<file path="src/rtl/rfe_pkg.sv">
package rfe_pkg;
  localparam int unsigned FB_WIDTH   = 1280;
  localparam int unsigned FB_HEIGHT  = 1024;
  localparam int unsigned WORD_BITS  = 32;
  localparam int unsigned COL_BITS   = 11;
  localparam int unsigned ROW_BITS   = 10;
  localparam int unsigned COL_SHIFT  = 19;
  localparam int unsigned ROW_SHIFT  = 3;
  localparam int unsigned PIXEL_BITS = 24;

  typedef enum logic [1:0] {
    SW_IDLE   = 2'd0,
    SW_RUN    = 2'd1,
    SW_FINISH = 2'd2
  } sweep_state_e;
endpackage

</file>
<file path="src/rtl/rfe_unpack.sv">
module rfe_unpack #(
  parameter int unsigned WORD_W = 32,
  parameter int unsigned XW     = 11,
  parameter int unsigned YW     = 10,
  parameter int unsigned X_LSB  = 19,
  parameter int unsigned Y_LSB  = 3,
  parameter int unsigned FB_W   = 1280,
  parameter int unsigned FB_H   = 1024
) (
  input  logic [WORD_W-1:0] lw_word,
  input  logic [WORD_W-1:0] corner_a,
  input  logic [WORD_W-1:0] corner_b,
  output logic [XW-1:0]     x_lo,
  output logic [XW-1:0]     x_hi,
  output logic [YW-1:0]     y_lo,
  output logic [YW:0]       y_end,
  output logic              empty
);
  localparam int unsigned DIFF_W = XW + 1;
  localparam logic signed [DIFF_W-1:0] SPAN_LIMIT = DIFF_W'(FB_W);

  logic [WORD_W-1:0] va, vb, lw_inc, lw_rows;
  logic [XW-1:0]     xa, xb;
  logic [YW-1:0]     yb;
  logic [DIFF_W-1:0] span;
  logic [WORD_W:0]   row_sum;
  logic              clamp;
  logic              unused_bits;

  always_comb begin
    // remove the line-width offset before unpacking
    va      = corner_a - lw_word;
    vb      = corner_b - lw_word;
    xa      = va[X_LSB +: XW];
    xb      = vb[X_LSB +: XW];
    y_lo    = va[Y_LSB +: YW];
    yb      = vb[Y_LSB +: YW];
    lw_inc  = lw_word + WORD_W'(1);
    lw_rows = lw_inc >> 2;
    // column clamp: only when the span is strictly wider than the screen
    span    = {1'b0, xb} - {1'b0, xa};
    clamp   = $signed(span) > SPAN_LIMIT;
    x_lo    = xa;
    x_hi    = clamp ? XW'(FB_W) : xb;
    // exclusive row end, rows past the bottom edge are dropped
    row_sum = {1'b0, lw_rows} + (WORD_W+1)'(yb);
    y_end   = (row_sum >= (WORD_W+1)'(FB_H)) ? (YW+1)'(FB_H) : row_sum[YW:0];
    empty   = (x_hi <= xa) || ({1'b0, y_lo} >= y_end);
  end

  assign unused_bits = ^{va[WORD_W-1:X_LSB+XW], va[X_LSB-1:Y_LSB+YW], va[Y_LSB-1:0],
                         vb[WORD_W-1:X_LSB+XW], vb[X_LSB-1:Y_LSB+YW], vb[Y_LSB-1:0]};
endmodule

</file>
<file path="src/rtl/rfe_shade.sv">
module rfe_shade #(
  parameter int unsigned ATTR_W    = 32,
  parameter int unsigned PIX_W     = 24,
  parameter int unsigned CH_W      = 8,
  parameter int unsigned SEL_LSB   = 16,
  parameter int unsigned MID_CODE  = 7,
  parameter int unsigned MID_LEVEL = 192
) (
  input  logic [ATTR_W-1:0] attr,
  input  logic              deep,
  output logic [PIX_W-1:0]  pix
);
  localparam int unsigned CH_N = PIX_W / CH_W;

  logic [CH_W-1:0] sel;
  logic [CH_W-1:0] level;
  logic            unused_attr;

  always_comb begin
    sel = attr[SEL_LSB +: CH_W];
    if (sel == '0)                 level = '0;
    else if (sel == CH_W'(MID_CODE)) level = CH_W'(MID_LEVEL);
    else                           level = '1;
  end

  for (genvar c = 0; c < CH_N; c++) begin : g_chan
    if (c == 0) begin : g_low
      assign pix[c*CH_W +: CH_W] = deep ? level : attr[CH_W-1:0];
    end else begin : g_up
      assign pix[c*CH_W +: CH_W] = deep ? level : '0;
    end
  end

  assign unused_attr = ^{attr[ATTR_W-1:SEL_LSB+CH_W], attr[SEL_LSB-1:CH_W]};
endmodule

</file>
<file path="src/rtl/rfe_sweep.sv">
module rfe_sweep
  import rfe_pkg::*;
#(
  parameter int unsigned XW    = 11,
  parameter int unsigned YW    = 10,
  parameter int unsigned PIX_W = 24
) (
  input  logic             clk,
  input  logic             rst,
  input  logic             start,
  input  logic [XW-1:0]    x_lo,
  input  logic [XW-1:0]    x_hi,
  input  logic [YW-1:0]    y_lo,
  input  logic [YW:0]      y_end,
  input  logic             empty,
  input  logic [PIX_W-1:0] pix,
  output logic             accept,
  output logic             row_hit,
  output logic [YW-1:0]    row_y,
  output logic             busy,
  output logic             done,
  output logic             wr_en,
  output logic [XW-1:0]    wr_x,
  output logic [YW-1:0]    wr_y,
  output logic [PIX_W-1:0] wr_data
);
  sweep_state_e     st;
  logic [XW-1:0]    xl_q, xh_q, cx;
  logic [YW-1:0]    cy;
  logic [YW:0]      ye_q;
  logic [PIX_W-1:0] pix_q;
  logic             col_last, row_last;

  assign busy     = (st != SW_IDLE);
  assign accept   = start && (st == SW_IDLE);
  assign row_hit  = (st == SW_RUN);
  assign row_y    = cy;
  assign col_last = ({1'b0, cx} + (XW+1)'(1)) == {1'b0, xh_q};
  assign row_last = ({1'b0, cy} + (YW+1)'(1)) == ye_q;

  always_ff @(posedge clk) begin
    if (rst) begin
      st      <= SW_IDLE;
      xl_q    <= '0;
      xh_q    <= '0;
      ye_q    <= '0;
      pix_q   <= '0;
      cx      <= '0;
      cy      <= '0;
      done    <= 1'b0;
      wr_en   <= 1'b0;
      wr_x    <= '0;
      wr_y    <= '0;
      wr_data <= '0;
    end else begin
      wr_en <= 1'b0;
      done  <= 1'b0;
      unique case (st)
        SW_IDLE: begin
          if (start) begin
            xl_q  <= x_lo;
            xh_q  <= x_hi;
            ye_q  <= y_end;
            pix_q <= pix;
            cx    <= x_lo;
            cy    <= y_lo;
            st    <= empty ? SW_FINISH : SW_RUN;
          end
        end
        SW_RUN: begin
          wr_en   <= 1'b1;
          wr_x    <= cx;
          wr_y    <= cy;
          wr_data <= pix_q;
          if (col_last) begin
            cx <= xl_q;
            if (row_last) st <= SW_FINISH;
            else          cy <= cy + YW'(1);
          end else begin
            cx <= cx + XW'(1);
          end
        end
        SW_FINISH: begin
          done <= 1'b1;
          st   <= SW_IDLE;
        end
        default: st <= SW_IDLE;
      endcase
    end
  end

  AST_IDLE_NO_WRITE: assert property (@(posedge clk) disable iff (rst) !busy |-> !wr_en);
  AST_WR_ROW_RANGE: assert property (@(posedge clk) disable iff (rst) wr_en |-> ({1'b0, wr_y} < ye_q));
  AST_WR_COL_RANGE: assert property (@(posedge clk) disable iff (rst) wr_en |-> (wr_x >= xl_q && wr_x < xh_q));
  AST_PIXEL_STEP: assert property (@(posedge clk) disable iff (rst)
    (wr_en && $past(wr_en) && wr_y == $past(wr_y)) |-> (wr_x == $past(wr_x) + XW'(1)));
  AST_DATA_HOLD: assert property (@(posedge clk) disable iff (rst) (wr_en && $past(wr_en)) |-> $stable(wr_data));
  AST_DONE_PULSE: assert property (@(posedge clk) disable iff (rst) done |=> !done);
  AST_DONE_AFTER_LAST: assert property (@(posedge clk) disable iff (rst) done |-> (!wr_en && !busy));
endmodule

</file>
<file path="src/rtl/rfe_dirty_box.sv">
module rfe_dirty_box #(
  parameter int unsigned XW = 11,
  parameter int unsigned YW = 10
) (
  input  logic          clk,
  input  logic          rst,
  input  logic          accept,
  input  logic [XW-1:0] x_lo,
  input  logic [XW-1:0] x_hi,
  input  logic          row_hit,
  input  logic [YW-1:0] row_y,
  output logic          cols_valid,
  output logic [XW-1:0] col_lo,
  output logic [XW-1:0] col_hi,
  output logic          rows_valid,
  output logic [YW-1:0] row_lo,
  output logic [YW-1:0] row_hi
);
  always_ff @(posedge clk) begin
    if (rst) begin
      cols_valid <= 1'b0;
      col_lo     <= '0;
      col_hi     <= '0;
      rows_valid <= 1'b0;
      row_lo     <= '0;
      row_hi     <= '0;
    end else begin
      if (accept) begin
        cols_valid <= 1'b1;
        col_lo     <= (!cols_valid || x_lo < col_lo) ? x_lo : col_lo;
        col_hi     <= (!cols_valid || x_hi > col_hi) ? x_hi : col_hi;
      end
      if (row_hit) begin
        rows_valid <= 1'b1;
        row_lo     <= (!rows_valid || row_y < row_lo) ? row_y : row_lo;
        row_hi     <= (!rows_valid || row_y > row_hi) ? row_y : row_hi;
      end
    end
  end

  AST_ROWS_ORDERED: assert property (@(posedge clk) disable iff (rst) rows_valid |-> (row_lo <= row_hi));
  AST_ROWS_NEED_COLS: assert property (@(posedge clk) disable iff (rst) rows_valid |-> cols_valid);
endmodule

</file>
<file path="src/rtl/rect_fill_engine.sv">
module rect_fill_engine
  import rfe_pkg::*;
#(
  parameter int unsigned WORD_W = WORD_BITS,
  parameter int unsigned XW     = COL_BITS,
  parameter int unsigned YW     = ROW_BITS,
  parameter int unsigned X_LSB  = COL_SHIFT,
  parameter int unsigned Y_LSB  = ROW_SHIFT,
  parameter int unsigned FB_W   = FB_WIDTH,
  parameter int unsigned FB_H   = FB_HEIGHT,
  parameter int unsigned PIX_W  = PIXEL_BITS
) (
  input  logic              clk,
  input  logic              rst,
  input  logic              deep_mode,
  input  logic              start,
  input  logic [WORD_W-1:0] lw_word,
  input  logic [WORD_W-1:0] attr_word,
  input  logic [WORD_W-1:0] corner_a,
  input  logic [WORD_W-1:0] corner_b,
  output logic              busy,
  output logic              done,
  output logic              wr_en,
  output logic [XW-1:0]     wr_x,
  output logic [YW-1:0]     wr_y,
  output logic [PIX_W-1:0]  wr_data,
  output logic              box_cols_valid,
  output logic [XW-1:0]     box_col_lo,
  output logic [XW-1:0]     box_col_hi,
  output logic              box_rows_valid,
  output logic [YW-1:0]     box_row_lo,
  output logic [YW-1:0]     box_row_hi
);
  logic [XW-1:0]    x_lo, x_hi;
  logic [YW-1:0]    y_lo, row_y;
  logic [YW:0]      y_end;
  logic             empty, accept, row_hit;
  logic [PIX_W-1:0] pix;

  rfe_unpack #(
    .WORD_W(WORD_W), .XW(XW), .YW(YW), .X_LSB(X_LSB), .Y_LSB(Y_LSB),
    .FB_W(FB_W), .FB_H(FB_H)
  ) u_unpack (
    .lw_word(lw_word), .corner_a(corner_a), .corner_b(corner_b),
    .x_lo(x_lo), .x_hi(x_hi), .y_lo(y_lo), .y_end(y_end), .empty(empty)
  );

  rfe_shade #(.ATTR_W(WORD_W), .PIX_W(PIX_W)) u_shade (
    .attr(attr_word), .deep(deep_mode), .pix(pix)
  );

  rfe_sweep #(.XW(XW), .YW(YW), .PIX_W(PIX_W)) u_sweep (
    .clk(clk), .rst(rst), .start(start),
    .x_lo(x_lo), .x_hi(x_hi), .y_lo(y_lo), .y_end(y_end), .empty(empty), .pix(pix),
    .accept(accept), .row_hit(row_hit), .row_y(row_y),
    .busy(busy), .done(done), .wr_en(wr_en), .wr_x(wr_x), .wr_y(wr_y), .wr_data(wr_data)
  );

  rfe_dirty_box #(.XW(XW), .YW(YW)) u_box (
    .clk(clk), .rst(rst), .accept(accept), .x_lo(x_lo), .x_hi(x_hi),
    .row_hit(row_hit), .row_y(row_y),
    .cols_valid(box_cols_valid), .col_lo(box_col_lo), .col_hi(box_col_hi),
    .rows_valid(box_rows_valid), .row_lo(box_row_lo), .row_hi(box_row_hi)
  );

  AST_BUSY_AFTER_ACCEPT: assert property (@(posedge clk) disable iff (rst) accept |=> busy);
  AST_NO_DONE_AT_ACCEPT: assert property (@(posedge clk) disable iff (rst) accept |=> !done);
endmodule

</file>
<file path="config.mk">
export PLATFORM = sky130hd
export DESIGN_NAME = rect_fill_engine
export DESIGN_NICKNAME = d
export VERILOG_FILES = /design/src/rtl/rfe_pkg.sv /design/src/rtl/rfe_unpack.sv /design/src/rtl/rfe_shade.sv /design/src/rtl/rfe_sweep.sv /design/src/rtl/rfe_dirty_box.sv /design/src/rtl/rect_fill_engine.sv
export SDC_FILE = /design/constraint.sdc
export NUM_CORES = 1
export LEC_CHECK = 0
export BUFFER_PORTS_ARGS = -buffer_cell sky130_fd_sc_hd__buf_2
export CAP_MARGIN = 20
export CORE_ASPECT_RATIO = 1.25
export CORE_UTILIZATION = 45
export DETAILED_ROUTE_END_ITERATION = 16
export GPL_TIMING_DRIVEN = 0
export PLACE_DENSITY = 0.75
export SYNTH_ARGS = -nofsm -noshare
export SYNTH_HDL_FRONTEND = slang
export SYNTH_SLANG_ARGS = --single-unit
</file>
<file path="constraint.sdc">
create_clock -name clk -period 9.21 [get_ports clk]
set_input_delay 1.842 -clock clk [delete_from_list [all_inputs] [get_ports clk]]
set_output_delay 1.842 -clock clk [all_outputs]
set_load 0.01 [all_outputs]
</file>
==> impl_results.md, run 1 <==
- Synthesized cell area: roughly 12000 sq um
- Max VDD drop: about 150 uV
- Die width: 146 microns
- Clock sinks: 143
- First-pass GRT wire length: between 50000 and 60000 microns
- Synth area leader: dfxtp_1
- Seq/Total Area, Yosys: 0.244
- DRC Markers: 0
- Dominant synthesized flop cell: dfxtp_1
- Top cell family by delay on the critical path: compound AO/OA/AOI/OAI gates
- Worst Path Buf+Inv: 5
- CP Launch Point: lw_word[1]
- Post-synth EDFFs: 0
- Final setup viols: 0
- CP max stage cell: or4_1
- Iter 0 DRT Violations: 691
- Final core utilization: 0.540
- Synthesized instance count: 1533
- Congestion Overflow GR: 0
- Fin Setup TNS: 0 ns
- Post-DRT Antenna Nets: 0
- Number of diodes: 0
- Reg2reg end: u_sweep.row_y[7]
- GP Congestion: 1.00
- Critical Path Source Type: primary input
- Max Freq: 115 MHz
- GRT Overall Usage: 0.253
- M1 GR Usage: 0.305
- R2r setup slk: 5.36 ns
- Crit path kind: in -> reg
- Met3 usage: 0.0398
- Layout Skew: 0.00705 ns
- Leakage: 6.02 nW
- Status: finished, final reports clean
- Asr flop ratio synth: 0
- Fin crit share: 0.944
- Site Rows: 65
- Synthesized net count: around 1800
- Die height: 183 microns
- Post-Syn Area per Cell: 7.65 sq um
- Pre-CTS WS: -0.426 ns
- Top cells by area, synth: dfxtp_1 (24%), ha_1 (15%), a21oi_1 (5.9%)
- DR vias/cell: 5.60
- Max FO, Critical Path: 10
- Vias: between 10000 and 15000
- Placed wire-length estimate: ~28000 microns
- Share of cells above drive strength 1: 0.154
- Total number of yosys warnings: 0
- Clk_lat worst skew: 0.42 ns
- Clock slew seen by the registers of the worst setup and hold paths: 0.06 ns
- IO Count: 224
- Slew HR: 0.449
- Worst Max-Slew Pin Slew: 0.820 ns
- Final Net Count: 2027
- Routed wire length: 34100 microns
- Pwr per Cell Area: 220 nW/um^2
- Met2 Usage GRT: 0.443
- Final Max Tran Viols: 0
- Levels on crit path: 32
- Setup WS post-layout: 0.517 ns
- Worst Setup EP: u_sweep.st[0]
- Yosys top cell area share: 0.244
- #FFs+latches synth: 143
- Hold_buf cts: 0
- Worst R2R Start: u_sweep.cx[0]
- Netlist cell types: between 60 and 70
- Synth-to-layout area growth: 17.2%
- Vias in the first global route: 11078
- Worst hold path type: reg -> reg
- Maxcap violations: 0
- Max incr delay on CP: roughly 0.54 ns
- Total CTS buffers: 17
- H-tree depth: 4
- RSZ-0062 raised after global routing: no
- Capturing element type of the critical path: flip-flop
- Avg WL per Cell: 16.2 microns
- Largest net degree at the start of global routing: 17
- Root Buffer: clkbuf_16
- R2R cell count: 12
- Initial antenna violation count: 0
- Worst Path Required: 9.52 ns
- DIE AREA: 26700 sq um
- Detailed Routing Iterations Pass 1: 5
- CP arrival: 9.00 ns
- IO Port Bufs: 200
- Fin. Hold Viols: 0
- FILL cells: 2397
- Initial Utilization: 0.461
- Core Region: 25500 sq um
- CTS tree: done
- Clock buffer depth: 2
- Period minus WS final: 8.69 ns
- GRT busiest layer: met2
## synth_stat cells, types with 5 or more instances
cell type / n
or3_1: 7
nor3_1: 45
nand4_1: 19
a31oi_1: 8
a221oi_1: 5
nor4_1: 15
xor2_1: 34
nand3_1: 36
xnor2_1: 67
a21oi_1: 138
o21bai_1: 5
buf_1: 8
mux2i_1: 47
o21a_1: 20
nor2b_1: 26
o21ai_1: 10
a21o_1: 25
o21ai_0: 62
and4_1: 5
inv_1: 104
ha_1: 140
or2_2: 6
clkbuf_1: 49
buf_4: 15
nand2_1: 170
nand2b_1: 33
nand3b_1: 16
and3_1: 7
o31ai_1: 9
dfxtp_1: 143
and2_1: 7
o211ai_1: 10
nor2_1: 144
a211oi_1: 26
## registers in the layout, summed over array words and instances, names as in the netlist, 11 cells and up
name and count:
u_sweep.cx 11, u_box.col_hi 11, u_box.col_lo 11, u_sweep.ye_q 11
u_sweep.xl_q 11, u_sweep.wr_x 11, u_sweep.xh_q 11
## where the power goes
group | internal, mW | total [mW] | switching [mW]
Clock | 0.380 | 0.651 | 0.271
Combinational | 0.621 | 1.54 | 0.921
Sequential | 0.735 | 0.835 | 0.101
Total | 1.74 | 3.03 | 1.29
## per-stage QoR
step | instance area (sq um) | instances | power (mW) | hold WS, ns
floorplan | 11700 | 1533 | 1.92 | 0.429
global placement | 13100 | 2068 | 2.32 | 0.437
detailed placement | 13100 | 2068 | 2.36 | 0.442
CTS | 13700 | 2100 | 3.01 | 0.450
global route | 13700 | 2101 | 3.26 | 0.469
finish | 13700 | 2101 | 3.03 | 0.450
## cells in the final DEF (no fill, tap or decap), types with 6 or more instances in the layout
cell       instances
nand2b_1          33
buf_2            203
nor4_1            15
nand2_1          170
dfxtp_1          143
and2_1             7
clkbuf_16         17
nand3_1           36
clkbuf_1          50
mux2i_1           47
nand4_1           19
a31oi_1            8
nand3b_1          16
o21a_1            20
xnor2_1           66
o21ai_0           62
xor2_1            33
o31ai_1            9
a211oi_1          26
a21oi_1          138
a21o_1            25
nor2_1           144
or2_2              6
o21ai_1           10
or3_1              7
ha_1             140
inv_1            104
o211ai_1          10
nor3_1            45
and3_1             7
buf_1              7
buf_4             16
nor2b_1           26
## layer usage
metal | part of all wire | vias to the layer above | routed length [microns]
li1 | - | 5840 | -
met1 | 0.43 | 5343 | 14500
met2 | 0.47 | 487 | 16100
met3 | 0.068 | 86 | 2330
met4 | 0.035 | 0 | 1200
met5 | 0 | - | 0
## worst min-delay path: cells and delay by family (launching register included)
kind	cells	cell delay (ns)
AO/OA/AOI/OAI	1	0.05
flip-flops	1	0.30
AND/OR/NAND/NOR	1	0.05
## worst min-delay path by stage
stage	startpoint	end	cells past startpoint
floorplan	u_sweep.pix_q[21]	u_sweep.wr_data[21]	2
global placement	u_sweep.pix_q[5]	u_sweep.wr_data[5]	2
detailed placement	u_sweep.pix_q[21]	u_sweep.wr_data[21]	2
CTS	u_sweep.pix_q[21]	u_sweep.wr_data[21]	2
global route	u_sweep.wr_x[1]	u_sweep.wr_x[1]	2
finish	u_sweep.wr_x[8]	u_sweep.wr_x[8]	2
## timing repair
action | CTS | global route
pin swaps | 0 | 1
endpoints found under the setup margin | 7 | 13
gates resized for setup | 1 | 7
buffers inserted | 0 | 1
## kinds of logic after synthesis
| group | Yosys count | synth area share |
|---|---|---|
| muxes | 48 | 0.0411 |
| AOI/OAI and AO/OA | 371 | 0.200 |
| xor gates and xnor gates | 101 | 0.0754 |
| buffers and inverters | 179 | 0.0624 |
| adders and majority gates | 142 | 0.153 |
| and+or+nand+nor | 549 | 0.224 |
| DFF | 143 | 0.244 |
## cell type report
type	instances	area [sq um]	share of cell area
Clock buffer	20	447	0.0325
Multi-Input combinational cell	1211	8160	0.594
Buffer	75	347	0.0252
Sequential cell	143	2860	0.208
Timing Repair Buffer	201	1010	0.0734
Clock inverter	12	113	0.00819
Tap cell	335	419	0.0305
Inverter	104	390	0.0284
No activity file was read; power rests on OpenSTA's default activity.
==> inputs of run 2 (changes only) <==
- GPL_TIMING_DRIVEN: 0 -> unset
==> impl_results.md, run 2 (synthesized netlist as in run 1, its figures left out) <==
- Status: finished, final reports clean
- Worst Path Buf+Inv: 5
- Capturing element type of the critical path: flip-flop
- DIE AREA: 26700 sq um
- Share of cells above drive strength 1: 0.163
- Post-Layout Cell Count: 2053
- Final Max Tran Viols: 0
- Synth-to-layout area growth: 16.3%
- RSZ-0062 raised after global routing: no
- CP arrival: between 8 and 9 ns
- Fin Setup TNS: 0 ns
- DR vias/cell: 5.57
- Routed wire length: approximately 32000 microns
- Critical Path Most Common Cell: o21a_1
- Final Power: 3.06 mW
- Iter 0 DRT Violations: 635
- Hold-critical path depth: 2
- Detailed Routing Iterations Pass 1: 5
- Fin crit share: 0.911
- HP Start: u_sweep.pix_q[21]
- Die width: approximately 150 microns
- Period minus WS final: 8.39 ns
- R2r setup slk: 5.87 ns
- Critical Path Source Type: primary input
- Initial antenna violation count: 0
- Worst Max-Slew Pin Slew: 0.869 ns
- Worst Path Required: 9.52 ns
- CP max stage cell: or4_1
- Max VDD drop: 149 uV
- Leakage: 6.02 nW
- Commonest non-fill, non-tap cells in the layout: buf_2 (202), nand2_1 (170), nor2_1 (144)
- Slew HR: 0.418
- Worst R2R Start: u_sweep.cx[0]
- GP Congestion: 0.923
- Final core utilization: 0.536
- Post-Place Cells: around 2000
- Top cell family by delay on the critical path: compound AO/OA/AOI/OAI gates
- Max incr delay on CP: 0.54 ns
- Hold_ws: around 0.45 ns
- Core Region: about 25000 sq um
- First-pass GRT wire length: between 50000 and 60000 microns
- WHS Endpoint: u_sweep.wr_data[21]
- Top Metal Used: met4
- Layout Skew: 0.0138 ns
- Clock sinks: 143
- DRC Markers: 0
- Number of diodes: 0
- Fin. Hold Viols: 0
- Root Buffer: clkbuf_16
- Max Freq: around 120 MHz
- Hold_buf cts: 0
- Vias: 11436
- IO Port Bufs: 203
- Reg2reg end: u_sweep.row_y[2]
- R2R cell count: 12
- Commonest non-fill, non-tap cell in the layout: buf_2
- Maxcap violations: 0
- GRT Overall Usage: 0.238
- M1 WL: 14200 microns
- CTS tree: done
- Clock slew seen by the registers of the worst setup and hold paths: 0.06 ns
- Clk_lat worst skew: around 0.42 ns
- IO Count: 224
- Total CTS buffers: 17
- Site Rows: 65
- H-tree depth: 4
- Max FO, Critical Path: 4
- Final setup viols: 0
- Crit path kind: in -> reg
- Worst hold path type: reg -> reg
- Placed wire-length estimate: 25300 microns
- Pwr per Cell Area: roughly 220 nW/um^2
- Largest net degree at the start of global routing: 88
- Setup Buffers After CTS: 0
- Post-CTS resize count: 0
- Post-DRT Antenna Nets: 0
- Met3 routed WL: 1620 microns
- Initial Utilization: 0.461
- Congestion Overflow GR: 0
- Met2 routed WL: approximately 16000 microns
- Clock buffer depth: 2
- Vias in the first global route: between 10000 and 15000
- Die height: approximately 180 microns
- Final Net Count: 1979
- Avg WL per Cell: 15.7 microns
[run 2: per-stage QoR]
stage | setup slack (ns) | cell area [sq um]
final | 0.824 | 13600
after global routing | 0.307 | 13600
after CTS | 0.868 | 13600
after detailed placement | 0.440 | 13000
after global placement | 0.463 | 13000
after floorplan | 1.13 | 11700
[run 2: worst min-delay path: stages, from the launching register on]
cell,delay [ns]
dfxtp_1,0.30
nand2_1,0.05
a21oi_1,0.05
[run 2: worst max path at each step]
stage	startpoint	endpoint	slack, ns	cells after the start
after floorplan	lw_word[1]	u_sweep.st[0]	1.13	32
after global placement	lw_word[1]	u_sweep.st[0]	0.46	33
after detailed placement	lw_word[1]	u_sweep.st[0]	0.44	33
after CTS	lw_word[1]	u_sweep.st[0]	0.87	33
after global routing	lw_word[1]	u_sweep.st[0]	0.31	33
final	lw_word[1]	u_sweep.st[0]	0.82	33
[run 2: layout make-up]
type                    instances  area [sq um]
clock buffers                  18           429
repair buffers                228          1220
clock inverters                14           169
inverters                     104           390
multi-input cells            1211          8150
well taps                     335           419
fillers                      2452         11800
flip-flops and latches        143          2860
[run 2: routing by layer]
metal	global-route usage	vias to the layer above
met1	0.287	5349
li1	-	5742
met3	0.0405	43
met4	0.0646	0
met2	0.430	302
met5	0	-
[run 2: power breakdown]
group,switching [mW],internal (mW)
combinational,0.862,0.632
clock,0.287,0.409
sequential,0.132,0.734
==> inputs of run 3 (changes only) <==
- PLACE_DENSITY: 0.75 -> 0.78
- SKIP_CTS_REPAIR_TIMING: unset -> 1
- clock period: 9.21 -> 7.5 ns (I/O delays scaled with it)
==> impl_results.md, run 3 (synthesized netlist as in run 1, its figures left out) <==
- Total CTS buffers: 17
- Largest net degree at the start of global routing: 84
- Reg area: 2860 sq um
- Max incr delay on CP: around 0.56 ns
- Vias in the first global route: 11851
- Congestion Overflow GR: 0
- Maxcap violations: 0
- Iter 0 DRT Violations: 770
- Synth-to-layout area growth: 29.9%
- Vias: 12263
- Worst Path Buf+Inv: 7
- Clock slew seen by the registers of the worst setup and hold paths: about 0.060 ns
- Site Rows: between 60 and 70
- Combinational Power Share: 0.537
- Hold_ws: 0.449 ns
- Final setup viols: 0
- Post-DRT Antenna Nets: 0
- Avg WL per Cell: 15.4 microns
- Switch Pwr: 1.70 mW
- Area of the multi-input gates: 8520 sq um
- IO Count: 224
- Die height: 183 microns
- Commonest non-fill, non-tap cells in the layout: buf_2 (202), buf_4 (194), nand2_1 (169)
- Fin crit share: 0.973
- Critical Path Most Common Cell: o21a_1
- FILL cells: 2226
- DR vias/cell: 5.52
- Placed wire-length estimate: 26700 microns
- Max FO, Critical Path: 4
- Switching share of power: 0.417
- Clock sinks: 143
- Initial Utilization: 0.461
- GP Congestion: between 0.9 and 1
- Pwr per Cell Area: 267 nW/um^2
- Root Buffer: clkbuf_16
- Commonest non-fill, non-tap cell in the layout: buf_2
- Post-route cell area: 15200 sq um
- Placed cell area: between 10000 and 15000 sq um
- Share of cells above drive strength 1: 0.265
- DRC Markers: 0
- Detailed Routing Iterations Pass 1: 6
- Worst hold path type: reg -> reg
- Clk_lat worst skew: around 0.42 ns
- Initial antenna violation count: 0
- Final Max Tran Viols: 0
- Max Freq: about 140 MHz
- Setup WS post-layout: roughly 0.2 ns
- Die width: 146 microns
- CP max stage cell: or4_4
- CTS tree: done
- Final Power: 4.07 mW
- Fin. Hold Viols: 0
- Layout Skew: 0.0104 ns
- Status: finished, final reports clean
- H-tree depth: 4
- Top cell family by delay on the critical path: compound AO/OA/AOI/OAI gates
- Core Region: 25500 sq um
- IO Port Bufs: 203
- Pre-CTS WS: -0.682 ns
- GRT Overall Usage: 0.253
- Capturing element type of the critical path: flip-flop
- Int Power: 2.37 mW
- Final Net Count: 2147
- Slew HR: 0.296
- Clock share of power: 0.201
- Leakage: 6.87 nW
- Critical Path Source Type: primary input
- Worst Max-Slew Pin Slew: 1.05 ns
- DIE AREA: 26700 sq um
- CP arrival: roughly 7.6 ns
- Routed wire length: 34200 microns
- Period minus WS final: 7.30 ns
- Max VDD drop: ~170 uV
- Worst Path Required: slightly below 8 ns
- Crit path kind: in -> reg
- Part of the power in registers: 0.261
- Number of diodes: 0
- First-pass GRT wire length: 55700 microns
- Clock buffer depth: 2
[run 3: changes by cell type in the layout (fill, tap and decap cells not counted), moves of 4 or more]
| cell | delta |
|---|---|
| a211oi_1 | -4 |
| a21oi_1 | -7 |
| a21oi_2 | +5 |
| buf_4 | +169 |
| ha_1 | -8 |
| ha_4 | +6 |
| o21ai_0 | -9 |
| o21ai_1 | +7 |
| xor2_1 | -5 |
[run 3: stage by stage]
step           cells  TNS [ns]   util
2_1_floorplan   1533         0      -
3_5_place_dp    2184     -5.73  0.561
3_3_place_gp    2184     -4.52  0.561
6_report        2221         0  0.599
5_1_grt         2221    -0.103  0.599
4_1_cts         2216    -0.605  0.583
[run 3: worst paths after layout]
check,from,to,slack [ns],cells past startpoint
setup reg to reg,u_sweep.row_y[0],u_sweep.row_y[2],3.90,11
hold reg to reg,u_sweep.pix_q[21],u_sweep.wr_data[21],0.45,2
setup / recovery,lw_word[1],u_sweep.st[0],0.20,34
hold / removal,u_sweep.pix_q[21],u_sweep.wr_data[21],0.45,2
[run 3: power groups by stage]
stage	Clock [mW]	Sequential [mW]	Combinational, mW
floorplan	0	1.04	1.32
global placement	0	1.07	1.96
detailed placement	0	1.08	2.02
CTS	0.831	1.06	2.04
global route	0.864	1.08	2.42
finish	0.819	1.06	2.19
[run 3: area by class of cell]
class                           count  share of cell area
Clock buffer                       17              0.0279
Inverter                          104              0.0256
Clock inverter                     15             0.00977
Multi-Input combinational cell   1211               0.559
Timing Repair Buffer              396               0.162
Tap cell                          335              0.0275
Sequential cell                   143               0.188
[run 3: worst min-delay path, delay by kind of cell (launching register included)]
family             cells  cell delay [ns]
AOI/OAI and AO/OA      1             0.05
DFF                    1             0.30
and+or+nand+nor        1             0.05
[run 3: metal layers]
| metal | global-route usage | up-vias | wire length [microns] |
|---|---|---|---|
| li1 | - | 6084 | - |
| met1 | 0.297 | 5679 | 14400 |
| met2 | 0.454 | 426 | 16800 |
| met3 | 0.0388 | 74 | 1940 |
| met4 | 0.108 | 0 | 1110 |
| met5 | 0 | - | 0 |
